<file path="src/rtl/isr_pkg.sv">
package isr_pkg;
  localparam int ISR_W = 8;
  localparam int ISR_CH = 2;

  typedef struct packed {
    logic [ISR_W-1:0] setVec;
    logic [ISR_W-1:0] clrVec;
    logic [ISR_W-1:0] gateVec;
    logic             maskWr;
    logic [ISR_W-1:0] maskData;
  } isrStrobes_t;
endpackage

</file>
<file path="src/rtl/isr_ctrl.sv">
module isr_ctrl
  import isr_pkg::*;
#(
  parameter int NUM_CH = ISR_CH,
  parameter int DATA_W = ISR_W
) (
  input  logic [NUM_CH-1:0] txRdyEvt,
  input  logic [NUM_CH-1:0] rxRdyEvt,
  input  logic [NUM_CH-1:0] brkChgEvt,
  input  logic              ctrRdyEvt,
  input  logic              portChgEvt,
  input  logic [NUM_CH-1:0] txEnable,
  input  logic [NUM_CH-1:0] rxReadStb,
  input  logic [NUM_CH-1:0] brkClrCmd,
  input  logic [NUM_CH-1:0] txBusyStb,
  input  logic              ctrClrStb,
  input  logic              chgReadStb,
  input  logic              busAddr,
  input  logic              busWr,
  input  logic [DATA_W-1:0] busWdata,
  output isrStrobes_t       stb
);
  localparam int STRIDE = DATA_W / NUM_CH;
  localparam int TX_OFS = 0;
  localparam int RX_OFS = 1;
  localparam int BK_OFS = 2;
  localparam int CTR_BIT = STRIDE - 1;
  localparam int CHG_BIT = DATA_W - 1;

  logic [DATA_W-1:0] chSet, chClr, chGate;

  for (genvar c = 0; c < NUM_CH; c++) begin : g_ch
    always_comb begin
      chSet[c*STRIDE +: STRIDE] = '0;
      chClr[c*STRIDE +: STRIDE] = '0;
      chGate[c*STRIDE +: STRIDE] = '1;
      chSet[c*STRIDE + TX_OFS] = txRdyEvt[c];
      chSet[c*STRIDE + RX_OFS] = rxRdyEvt[c];
      chSet[c*STRIDE + BK_OFS] = brkChgEvt[c];
      chClr[c*STRIDE + TX_OFS] = txBusyStb[c];
      chClr[c*STRIDE + RX_OFS] = rxReadStb[c];
      chClr[c*STRIDE + BK_OFS] = brkClrCmd[c];
      chGate[c*STRIDE + TX_OFS] = txEnable[c];
    end
  end

  always_comb begin
    stb.setVec = chSet;
    stb.clrVec = chClr;
    stb.setVec[CTR_BIT] = ctrRdyEvt;
    stb.setVec[CHG_BIT] = portChgEvt;
    stb.clrVec[CTR_BIT] = ctrClrStb;
    stb.clrVec[CHG_BIT] = chgReadStb;
    stb.gateVec = chGate;
    stb.maskWr = busWr & busAddr;
    stb.maskData = busWdata;
  end
endmodule

</file>
<file path="src/rtl/isr_datapath.sv">
module isr_datapath
  import isr_pkg::*;
#(
  parameter int DATA_W = ISR_W
) (
  input  logic              clk,
  input  logic              rstN,
  input  isrStrobes_t       stb,
  output logic [DATA_W-1:0] statusQ,
  output logic [DATA_W-1:0] maskQ,
  output logic              irqQ
);
  logic [DATA_W-1:0] statusD;
  logic              pendAny;

  always_comb begin
    statusD = (statusQ & ~stb.clrVec) | stb.setVec;
    pendAny = |(statusQ & maskQ & stb.gateVec);
  end

  always_ff @(posedge clk) begin
    if (!rstN) begin
      statusQ <= '0;
      maskQ <= '0;
      irqQ <= 1'b0;
    end else begin
      statusQ <= statusD;
      irqQ <= pendAny;
      if (stb.maskWr) maskQ <= stb.maskData;
    end
  end

  p_set_lands_r8: assert property (@(posedge clk) disable iff (!rstN)
    1'b1 |=> ((statusQ & $past(stb.setVec)) == $past(stb.setVec)));
  p_clear_lands_r4: assert property (@(posedge clk) disable iff (!rstN)
    1'b1 |=> ((statusQ & $past(stb.clrVec & ~stb.setVec)) == '0));
  p_hold_r2: assert property (@(posedge clk) disable iff (!rstN)
    1'b1 |=> (((statusQ ^ $past(statusQ)) & ~$past(stb.setVec | stb.clrVec)) == '0));
  p_mask_load_r3: assert property (@(posedge clk) disable iff (!rstN)
    stb.maskWr |=> (maskQ == $past(stb.maskData)));
  p_irq_cause_r9: assert property (@(posedge clk) disable iff (!rstN)
    $rose(irqQ) |-> ($past(statusQ & maskQ) != '0));
endmodule

</file>
<file path="src/rtl/isr_unit.sv">
module isr_unit
  import isr_pkg::*;
(
  input  logic       clk,
  input  logic       rstN,
  input  logic [1:0] txRdyEvt,
  input  logic [1:0] rxRdyEvt,
  input  logic [1:0] brkChgEvt,
  input  logic       ctrRdyEvt,
  input  logic       portChgEvt,
  input  logic [1:0] txEnable,
  input  logic [1:0] rxReadStb,
  input  logic [1:0] brkClrCmd,
  input  logic [1:0] txBusyStb,
  input  logic       ctrClrStb,
  input  logic       chgReadStb,
  input  logic       busAddr,
  input  logic       busWr,
  input  logic [7:0] busWdata,
  output logic [7:0] busRdata,
  output logic       irq
);
  isrStrobes_t stb;
  logic [ISR_W-1:0] statusQ, maskQ;

  isr_ctrl #(.NUM_CH(ISR_CH), .DATA_W(ISR_W)) u_ctrl (
    .txRdyEvt(txRdyEvt), .rxRdyEvt(rxRdyEvt), .brkChgEvt(brkChgEvt),
    .ctrRdyEvt(ctrRdyEvt), .portChgEvt(portChgEvt), .txEnable(txEnable),
    .rxReadStb(rxReadStb), .brkClrCmd(brkClrCmd), .txBusyStb(txBusyStb),
    .ctrClrStb(ctrClrStb), .chgReadStb(chgReadStb), .busAddr(busAddr),
    .busWr(busWr), .busWdata(busWdata), .stb(stb)
  );

  isr_datapath #(.DATA_W(ISR_W)) u_dp (
    .clk(clk), .rstN(rstN), .stb(stb),
    .statusQ(statusQ), .maskQ(maskQ), .irqQ(irq)
  );

  assign busRdata = busAddr ? maskQ : statusQ;

  p_reset_zero_r1: assert property (@(posedge clk)
    !rstN |=> (statusQ == '0 && maskQ == '0 && !irq));
endmodule

</file>
<file path="config.mk">
export PLATFORM = sky130hd
export DESIGN_NAME = isr_unit
export DESIGN_NICKNAME = d
export VERILOG_FILES = /design/src/rtl/isr_pkg.sv /design/src/rtl/isr_ctrl.sv /design/src/rtl/isr_datapath.sv /design/src/rtl/isr_unit.sv
export SDC_FILE = /design/constraint.sdc
export NUM_CORES = 1
export LEC_CHECK = 0
export ABC_AREA = 1
export BUFFER_PORTS_ARGS = -buffer_cell sky130_fd_sc_hd__buf_2
export CAP_MARGIN = 20
export CORE_MARGIN = 4
export CORE_UTILIZATION = 42
export CTS_CLUSTER_DIAMETER = 50
export DETAILED_ROUTE_END_ITERATION = 12
export GPL_ROUTABILITY_DRIVEN = 0
export PLACE_DENSITY = 0.76
export SETUP_SLACK_MARGIN = 0.3
export SYNTH_ARGS = -nofsm -noshare
export SYNTH_HDL_FRONTEND = slang
export SYNTH_SLANG_ARGS = --single-unit
</file>
<file path="constraint.sdc">
create_clock -name clk -period 0.8 [get_ports clk]
set_input_delay 0.16 -clock clk [delete_from_list [all_inputs] [get_ports clk]]
set_output_delay 0.16 -clock clk [all_outputs]
set_load 0.01 [all_outputs]
</file>
# After elaboration in Yosys (flattened, before gate mapping)
# Cells that the tools add are included.
# op_classes
n_addsub	0
n_mul	0
n_div	0
n_lt_le_gt_ge	0
n_eq_ne	0
shifts	0
mux	1
bitwise_logic	6
n_reduce_logical	1
# ops
operator	count
$and A8 B8 Y8	3
$mux W8	1
$not A8 Y8	1
$or A8 B8 Y8	1
$reduce_or A8 Y1	1
$and A1 B1 Y1	1
# totals
register_bits	17
latchBits	0
ram_bits	0
romBits	0
input_bits	30
output_inout_bits	9
wordCells	11
n_memories	0

# Longest topological paths before layout
# Gate-level depths: netlist of the first run.
# depth
word_depth	3
depth_mapped	4
mapped_depth_nobuf	4

# Hierarchy
# Synthesis of the first run repeated with hierarchy kept, for this count alone.
# unflattened
hier_cells	143
area_unflattened_um2	975.9
# by_module_without_submodules
mod	instances	cells_per_inst	area_each_um2	seq_area_each_um2
isr_datapath	1	82	619.3	340.3
isr_ctrl	1	35	251.5	0.0
isr_unit	1	26	105.1	0.0

# Least setup slack after synthesis of the first run
# OpenSTA, ideal clock, no wires.
# synth_timing
path_type	reg-to-output
startpoint	reg u_dp.statusQ[0]
endpoint	out busRdata[0]
arrival_ns	0.622
t_required_ns	0.640
slack_ns	0.018
path_stages_with_launch	3
n_path_buf	0
path_cell_list	dfxtp_1 -> inv_1 -> o21ai_0
# synth_via
elab_chain_len	1
# synth_rtl
element	line_no	rtl
from (decl)	isr_datapath.sv:9	output logic [DATA_W-1:0] statusQ,
from (signal assigned)	isr_datapath.sv:27	statusQ <= statusD;
$mux W8	isr_unit.sv:39	assign busRdata = busAddr ? maskQ : statusQ;
to (decl)	isr_unit.sv:20	output logic [7:0] busRdata,
# Every way passes these cells.

# Worst setup path after layout of the first run
# layout_timing
startpoint	reg u_dp.maskQ[6]
endpoint	out busRdata[6]
# layout_via
elab_chain_len	1
# layout_rtl
element	line_no	rtl
from (decl)	isr_datapath.sv:10	output logic [DATA_W-1:0] maskQ,
from (signal assigned)	isr_datapath.sv:29	if (stb.maskWr) maskQ <= stb.maskData;
$mux W8	isr_unit.sv:39	
# Every way passes these cells.

==> out/metrics.yaml, run 1 <==
critical_path:
  r2r-end: "u_dp.statusQ[5]"
  worstRegToRegCells: 7
  start_kind: "flop"
  endpoint_kind: "output port"
  critPathSlowestCell: "dfxtp_2"
  worstPathArrival_ps: 910
  cp_cell_sequence: "nand2_2 -> o21ai_2 -> buf_2"
  slowest_delay_ps: 380
  r2r-start: "u_dp.statusQ[5]"
  r2r_setup_slack_ps: -150
  critPathMaxFanout: 3
  required_ps: 640
  path_class: "reg -> out"
clock_network:
  path_clk_slew_ps: 100
  cts_buffer_depth: 2
  worstSkewPairLatency_ps: 280
  clock-sinks: 17
  htreeDepth: 1
  cts_buffers: 3
  cts_root_buffer: "clkbuf_4"
  holdBufCountCts: 0
  cts_tree: "done"
hold_path:
  holdPathEnd: "u_dp.statusQ[7]"
  hold_path_class: "in -> reg"
  worstHoldPathCells: 3
  hold_start: "portChgEvt"
drt:
  drt_iter0_markers: 23
  vias: 902
  wire_per_inst_microns: 13.8
  first_pass_iters: 4
  avgViaCountPerCell: 5.07
  route.antenna.remaining_nets: 0
  drcViolationCount: 0
  routed_wl_microns: 2460
final_layout:
  fin_util_pct: 82.5
  area_delta_synth_final_pct: 78.2
  finalNetCount: 193
  multi_input_area_sq_um: 467
  final_common_cell: "buf_2"
  fillers: 102
  fin_area_sq_um: 1290
  diodes: 0
  drive_gt1_share_pct: 69.1
  most-common-layout-cells: "buf_2 (36), nor2_1 (26), dfxtp_2 (16)"
  regArea_sq_um: 364
global_routing:
  grt_pass1_wl_microns: 3310
  antenna_found_initial: 0
  grt_usage_pct: 17.3
  gr-total-overflow: 0
  first_global_vias: 813
  grt_max_degree: 10
yosys:
  ys_ff_latch: 17
  synthCells: 108
  synth.avg_cell_area_sq_um: 6.68
  synth_nets: 138
  syn-cell-area_sq_um: 722
  ys_warn_count: 0
  synth_seq_area_share_pct: 47.1
  ys_types: 11
sta:
  rsz0062_at_grt: "yes"
  worst_pin_slew_ps: 217
  clock.fmax_mhz: 936
  setup_slack_ps: -268
  slew_viol_final: 0
  max_slew_margin_pct: 85.4
  finalHoldViolations: 0
  period_share_pct: 134
  period_minus_slack_ps: 1070
  skew_ps: 2.07
  setup_violations: 13
floorplan:
  start_util_pct: 46.3
  rows: 14
  coreArea_sq_um: 1560
  die_x_microns: 49.5
  die_h_microns: 49.5
  io_pins: 39
  dieArea_sq_um: 2450
outcome:
  status: "finished with violations"
  violations: "setup timing"
placed_design:
  dpl_cell_area_sq_um: 991
  numPortBuffers: 38
  dp_hpwl_microns: 1360
  post-place-ws_ps: -72.2
power_and_ir_drop:
  ir_drop_uv: 1320
  p_leak_nw: 0.614
  p_per_area_nw_per_um2: 1490
run:
  maxCapViolCount: 0
-- power by group --
group          switching (mW)  internal (mW)
combinational           0.243          0.255
clock                   0.257          0.193
sequential             0.0522          0.915
-- critical path: cells and delay by family (launching register included) --
kind,cells,cell delay [ps]
flops,1,380
buf+inv,1,130
compound gates,1,50
simple gates,1,60
-- what timing repair did --
action	CTS	global route
gates resized for setup	31	38
buffers inserted	6	4
gates cloned	2	0
setup endpoints to repair	26	26
pin swaps	4	6
-- synth_stat cells --
master | n | area (sq um)
nor2_1 | 42 | 158
nand2_1 | 18 | 67.6
dfxtp_1 | 17 | 340
o21ai_0 | 16 | 80.1
inv_1 | 8 | 30.0
nand3_1 | 2 | 10.0
a21oi_1 | 1 | 5.00
buf_4 | 1 | 7.51
clkinv_4 | 1 | 8.76
inv_2 | 1 | 3.75
nand2_4 | 1 | 11.3
-- flip-flops by register name (all words and copies together) (netlist names) --
name          count
u_dp.irqQ         1
u_dp.maskQ        8
u_dp.statusQ      8
-- kinds of logic (layout without fill, tap and decap cells) --
kind of cell | Yosys count | after routing | share of synthesized area [%]
simple gates | 63 | 64 | 34.1
buf+inv | 11 | 64 | 6.93
compound gates | 17 | 17 | 11.8
flops | 17 | 17 | 47.1
-- metrics by stage --
step	cells	hold WS [ps]	setup TNS [ps]	power, mW
after floorplan	108	281	0	1.13
after global placement	162	366	-780	1.28
after detailed placement	162	375	-989	1.29
after CTS	174	76.6	-2220	1.81
after global routing	178	85.3	-3050	2.01
final	178	78.2	-2480	1.92
-- routing by layer --
metal | global-route usage (%) | vias up | part of all wire [%]
li1 | - | 445 | -
met1 | 20.7 | 418 | 40
met2 | 30.4 | 35 | 53
met3 | 3.92 | 4 | 6.1
met4 | 5.99 | 0 | 0.81
met5 | 0 | - | 0
-- layout make-up --
cell class	instances	share of cell area, %
repair buffers	50	27.9
well taps	16	1.56
multi-input cells	81	36.3
clock buffers	4	2.04
flip-flops and latches	17	28.3
inverters	10	3.89
-- how the worst max path moves through the flow --
| stage | startpoint | to | slack, ps | cells past startpoint |
|---|---|---|---|---|
| 2_1_floorplan | u_dp.statusQ[0] | busRdata[0] | 140 | 2 |
| 3_3_place_gp | busAddr | u_dp.maskQ[1] | -60 | 6 |
| 3_5_place_dp | busAddr | u_dp.maskQ[1] | -70 | 6 |
| 4_1_cts | u_dp.statusQ[5] | busRdata[5] | -260 | 3 |
| 5_1_grt | u_dp.statusQ[1] | busRdata[1] | -310 | 3 |
| 6_report | u_dp.maskQ[6] | busRdata[6] | -270 | 3 |
Power figures use the tool's default switching activity.
==> run 2: changes to the inputs <==
PLACE_DENSITY = not set   (was 0.76)
PLACE_DENSITY_LB_ADDON = 0.25   (was not set)
==> out/metrics.yaml, run 2 (synthesis results as in run 1) <==
clock_network:
  cts_root_buffer: "clkbuf_4"  # unchanged
  cts_buffers: 3  # unchanged
  htreeDepth: 1  # unchanged
  cts_tree: "done"  # unchanged
  cts_buffer_depth: 2  # unchanged
  path_clk_slew_ps: 100  # about the same
  worstSkewPairLatency_ps: 280  # about the same
  clock-sinks: 17  # unchanged
power_and_ir_drop:
  p_leak_nw: 0.595  # was 0.614 nW
  p_per_area_nw_per_um2: 1520  # was 1490 nW/um^2
  finalPower_mw: 1.87  # was 1.92 mW
  ir_drop_uv: 933  # was 1320 uV
critical_path:
  required_ps: 640  # about the same
  worstPathArrival_ps: 920  # was 910 ps
  r2r-end: "u_dp.statusQ[0]"  # was u_dp.statusQ[5]
  endpoint_kind: "output port"  # unchanged
  r2r_setup_slack_ps: -30  # was -150 ps
  setup.worst_path.end: "busRdata[1]"  # was busRdata[6]
  start_kind: "flop"  # unchanged
  path_class: "reg -> out"  # unchanged
  startpoint: "u_dp.statusQ[1]"  # was u_dp.maskQ[6]
  critPathMaxFanout: 2  # was 3
  worstRegToRegCells: 6  # was 7
  r2r-start: "u_dp.statusQ[0]"  # was u_dp.statusQ[5]
final_layout:
  multi_input_area_sq_um: 452  # was 467 sq um
  most-common-layout-cells: "buf_2 (38), nor2_1 (26), nand2_1 (16), dfxtp_2 (16), nor2_2 (12)"  # was buf_2 (36), nor2_1 (26), dfxtp_2 (16)
  regArea_sq_um: 360  # was 364 sq um
  fin_area_sq_um: 1230  # was 1290 sq um
  final_common_cell: "buf_2"  # unchanged
  fillers: 115  # was 102
  drive_gt1_share_pct: 66.5  # was 69.1%
  finalNetCount: 192  # was 193
  top_regs: "u_dp.maskQ x8, u_dp.statusQ x8, u_dp.irqQ x1"  # unchanged
  area_delta_synth_final_pct: 70.7  # was 78.2%
  diodes: 0  # unchanged
floorplan:
  die_x_microns: 49.5  # unchanged
  start_util_pct: 46.3  # unchanged
  dieArea_sq_um: 2450  # unchanged
  die_h_microns: 49.5  # unchanged
  rows: 14  # unchanged
  coreArea_sq_um: 1560  # unchanged
  io_pins: 39  # unchanged
global_routing:
  grt_pass1_wl_microns: 3020  # was 3310 microns
  grt_max_degree: 11  # was 10
  gr-total-overflow: 0  # unchanged
  first_global_vias: 725  # was 813
  grt_usage_pct: 15.9  # was 17.3%
  antenna_found_initial: 0  # unchanged
drt:
  drt_iter0_markers: 8  # was 23
  routed_wl_microns: 2030  # was 2460 microns
  drcViolationCount: 0  # unchanged
  route.antenna.remaining_nets: 0  # unchanged
  vias: 856  # was 902
  avgViaCountPerCell: 4.84  # was 5.07
  first_pass_iters: 4  # unchanged
  wire_per_inst_microns: 11.5  # was 13.8 microns
sta:
  skew_ps: 2.03  # was 2.07 ps
  slew_viol_final: 0  # unchanged
  rsz0062_at_grt: "yes"  # unchanged
  period_minus_slack_ps: 1080  # was 1070 ps
  finalHoldViolations: 0  # unchanged
  max_slew_margin_pct: 85.4  # about the same
  worst_pin_slew_ps: 216  # was 217 ps
  setup_slack_ps: -282  # was -268 ps
  tns_ps: -2290  # was -2480 ps
  setup_violations: 12  # was 13
  clock.fmax_mhz: 924  # was 936 MHz
  period_share_pct: 135  # was 134%
placed_design:
  numPortBuffers: 38  # unchanged
  post-place-ws_ps: -82.9  # was -72.2 ps
  dp_hpwl_microns: 1340  # was 1360 microns
  dpl_cell_area_sq_um: 1010  # was 991 sq um
outcome:
  violations: "setup timing"  # unchanged
  status: "finished with violations"  # unchanged
run:
  maxCapViolCount: 0  # unchanged
hold_path:
  hold_path_class: "in -> reg"  # unchanged
-- run 2: how the worst min path moves through the flow --
stage               cells after the start         endpoint  slack (ps)         from
floorplan                               2  u_dp.statusQ[0]         280  txRdyEvt[0]
global placement                        3  u_dp.statusQ[7]         360   portChgEvt
detailed placement                      3  u_dp.statusQ[7]         380   portChgEvt
CTS                                     3  u_dp.statusQ[7]          80   portChgEvt
global route                            3  u_dp.statusQ[0]          70  txRdyEvt[0]
finish                                  3  u_dp.statusQ[1]          70  rxRdyEvt[0]
-- run 2: area by class of cell --
type,count,area share [%]
inverter,10,4.06
multi-input combinational,81,36.6
tap,16,1.62
clock buffer,4,2.13
sequential,17,29.2
timing repair buffer,49,26.3
-- run 2: repair_timing --
action,in CTS,in global routing
endpoints found under the setup margin,26,26
setup buffers,5,4
gates resized for setup,25,32
pin swaps,4,8
gates cloned,0,1
hold buffers,0,0
-- run 2: where the power goes --
part / internal [mW] / leakage (nW) / switching, mW
combinational: 0.231 / 0.434 / 0.228
clock: 0.194 / 0.0150 / 0.265
sequential: 0.915 / 0.146 / 0.0410
total: 1.34 / 0.595 / 0.533
-- run 2: metrics by stage --
stage,hold slack [ps],utilization [%],std cells
final,74.4,79.1,177
after CTS,76.1,70.2,172
after detailed placement,376,64.8,163
after floorplan,281,-,108
after global routing,68.3,79.1,177
after global placement,364,64.8,163
-- run 2: worst max-delay path, stage by stage (launching register included) --
cell and delay (ps):
dfxtp_2 350, inv_2 50, o21ai_2 100, buf_2 140
-- run 2: per-layer routing --
metal,up-vias,wire (microns),track usage [%]
met1,376,885,19.2
li1,447,-,-
met3,4,135,4.52
met4,0,16,9.22
met2,29,996,25.2
met5,-,0,0
==> run 3: changes to the inputs <==
TNS_END_PERCENT = 50   (was not set)
==> out/metrics.yaml, run 3 (synthesis results as in run 1) <==
power_and_ir_drop:
  p_sw_mw: 0.570  # was 0.533 mW
  p_per_area_nw_per_um2: 1530  # was 1520 nW/um^2
  ir_drop_uv: 1370  # was 933 uV
  p_int_mw: 1.36  # was 1.34 mW
  pwr-share-comb_pct: 25.2  # was 24.5%
  seqPwrFrac_pct: 49.6  # was 51.0%
  p_leak_nw: 0.632  # was 0.595 nW
  p_sw_share_pct: 29.5  # was 28.5%
  power_frac_clock_pct: 25.2  # was 24.5%
final_layout:
  top_regs: "u_dp.maskQ x8, u_dp.statusQ x8, u_dp.irqQ x1"  # unchanged
  drive_gt1_share_pct: 65.9  # was 66.5%
  fin_area_sq_um: 1270  # was 1230 sq um
  fillers: 106  # was 115
  most-common-layout-cells: "buf_2 (36), nor2_1 (32), dfxtp_2 (17)"  # was buf_2 (38), nor2_1 (26), nand2_1 (16), dfxtp_2 (16), nor2_2 (12)
  area_delta_synth_final_pct: 75.4  # was 70.7%
  fin_util_pct: 81.2  # was 79.1%
  diodes: 0  # unchanged
  finalNetCount: 201  # was 192
  final_common_cell: "buf_2"  # unchanged
drt:
  drcViolationCount: 0  # unchanged
  vias: 886  # was 856
  routed_wl_microns: 2300  # was 2030 microns
  drt_iter0_markers: 31  # was 8
  first_pass_iters: 4  # unchanged
  avgViaCountPerCell: 4.76  # was 4.84
  wire_per_inst_microns: 12.4  # was 11.5 microns
  route.antenna.remaining_nets: 0  # unchanged
critical_path:
  required_ps: 640  # about the same
  worstPathArrival_ps: 960  # was 920 ps
  path_class: "reg -> out"  # unchanged
  endpoint_kind: "output port"  # unchanged
  start_kind: "flop"  # unchanged
  r2r_setup_slack_ps: -170  # was -30 ps
  critPathMaxFanout: 2  # unchanged
sta:
  setup_violations: 12  # unchanged
  tns_ps: -2880  # was -2290 ps
  rsz0062_at_grt: "yes"  # unchanged
  worst_pin_slew_ps: 205  # was 216 ps
  period_share_pct: 139  # was 135%
  slew_viol_final: 0  # unchanged
  finalHoldViolations: 0  # unchanged
  period_minus_slack_ps: 1120  # was 1080 ps
  setup_slack_ps: -316  # was -282 ps
  max_slew_margin_pct: 86.2  # was 85.4%
  clock.fmax_mhz: 896  # was 924 MHz
  skew_ps: 9.68  # was 2.03 ps
global_routing:
  grt_max_degree: 18  # was 11
  grt_pass1_wl_microns: 3650  # was 3020 microns
  grt_usage_pct: 19.3  # was 15.9%
  antenna_found_initial: 0  # unchanged
  gr-total-overflow: 0  # unchanged
  first_global_vias: 873  # was 725
floorplan:
  dieArea_sq_um: 2450  # unchanged
  die_x_microns: 49.5  # unchanged
  die_h_microns: 49.5  # unchanged
  rows: 14  # unchanged
  io_pins: 39  # unchanged
  coreArea_sq_um: 1560  # unchanged
  start_util_pct: 46.3  # unchanged
hold_path:
  hold_path_class: "in -> reg"  # unchanged
placed_design:
  dp_hpwl_microns: 1360  # was 1340 microns
  dpl_cell_area_sq_um: 955  # was 1010 sq um
  numPortBuffers: 38  # unchanged
  post-place-ws_ps: -279  # was -82.9 ps
clock_network:
  cts_buffer_depth: 2  # unchanged
  path_clk_slew_ps: 100  # about the same
  worstSkewPairLatency_ps: 300  # was 280 ps
  holdBufCountCts: 0  # unchanged
  htreeDepth: 1  # unchanged
  cts_buffers: 3  # unchanged
  cts_tree: "done"  # unchanged
  cts_root_buffer: "clkbuf_4"  # unchanged
  clock-sinks: 17  # unchanged
outcome:
  status: "finished with violations"  # unchanged
  violations: "setup timing"  # unchanged
run:
  maxCapViolCount: 0  # unchanged
-- run 3: cell types whose count changed in the layout (fill, tap and decap cells not counted), moves of 2 or more --
cell / delta
o21ai_0: +3
buf_12: -2
nor2_2: -6
buf_6: +5
buf_2: -2
buf_4: +9
o21ai_1: -3
nor2_1: +6
-- run 3: metrics by stage --
stage	power (mW)	cells	hold WS, ps
after floorplan	1.12	108	281
final	1.93	186	66.9
after CTS	1.86	180	55.2
after global placement	1.25	161	366
after global routing	2.02	186	66.5
after detailed placement	1.27	161	372
-- run 3: final timing paths --
path	endpoint	cells after the start	from
max	busRdata[0]	3	u_dp.statusQ[0]
min	u_dp.statusQ[4]	3	txRdyEvt[1]
max reg2reg	u_dp.statusQ[3]	7	u_dp.statusQ[3]
min reg2reg	u_dp.maskQ[1]	2	u_dp.maskQ[1]
-- run 3: cell type report --
type	instances	area, sq um	area share [%]
inverter	10	42.5	3.36
clock buffer	3	22.5	1.78
timing repair buffer	59	398	31.4
multi-input combinational	80	417	32.9
clock inverter	1	5.00	0.395
sequential	17	362	28.6
tap	16	20.0	1.58
-- run 3: power by group through the flow --
stage / clock network, mW / registers, mW / logic [mW]
2_1_floorplan: 0 / 0.952 / 0.171
3_3_place_gp: 0 / 0.954 / 0.299
3_5_place_dp: 0 / 0.958 / 0.310
4_1_cts: 0.486 / 0.953 / 0.417
5_1_grt: 0.524 / 0.962 / 0.538
6_report: 0.487 / 0.958 / 0.487
-- run 3: critical path, stage by stage, from the launching register on --
cell and delay (ps):
dfxtp_2 360, inv_2 50, o21ai_2 120, buf_2 140
-- run 3: repair_timing --
action	4_1_cts	5_1_grt
gates resized for setup	40	15
setup buffers	15	6
endpoints found under the hold margin	0	0
pin swaps	29	16
setup endpoints to repair	26	26
-- run 3: routing by layer --
| metal | global-route usage (%) | routed length (microns) | part of all wire [%] | up-vias |
|---|---|---|---|---|
| met5 | 0 | 0 | 0 | - |
| met4 | 8.29 | 44 | 1.9 | 0 |
| li1 | - | - | - | 459 |
| met3 | 3.31 | 164 | 7.1 | 6 |
| met2 | 35.9 | 1170 | 51 | 39 |
| met1 | 21.3 | 920 | 40 | 382 |
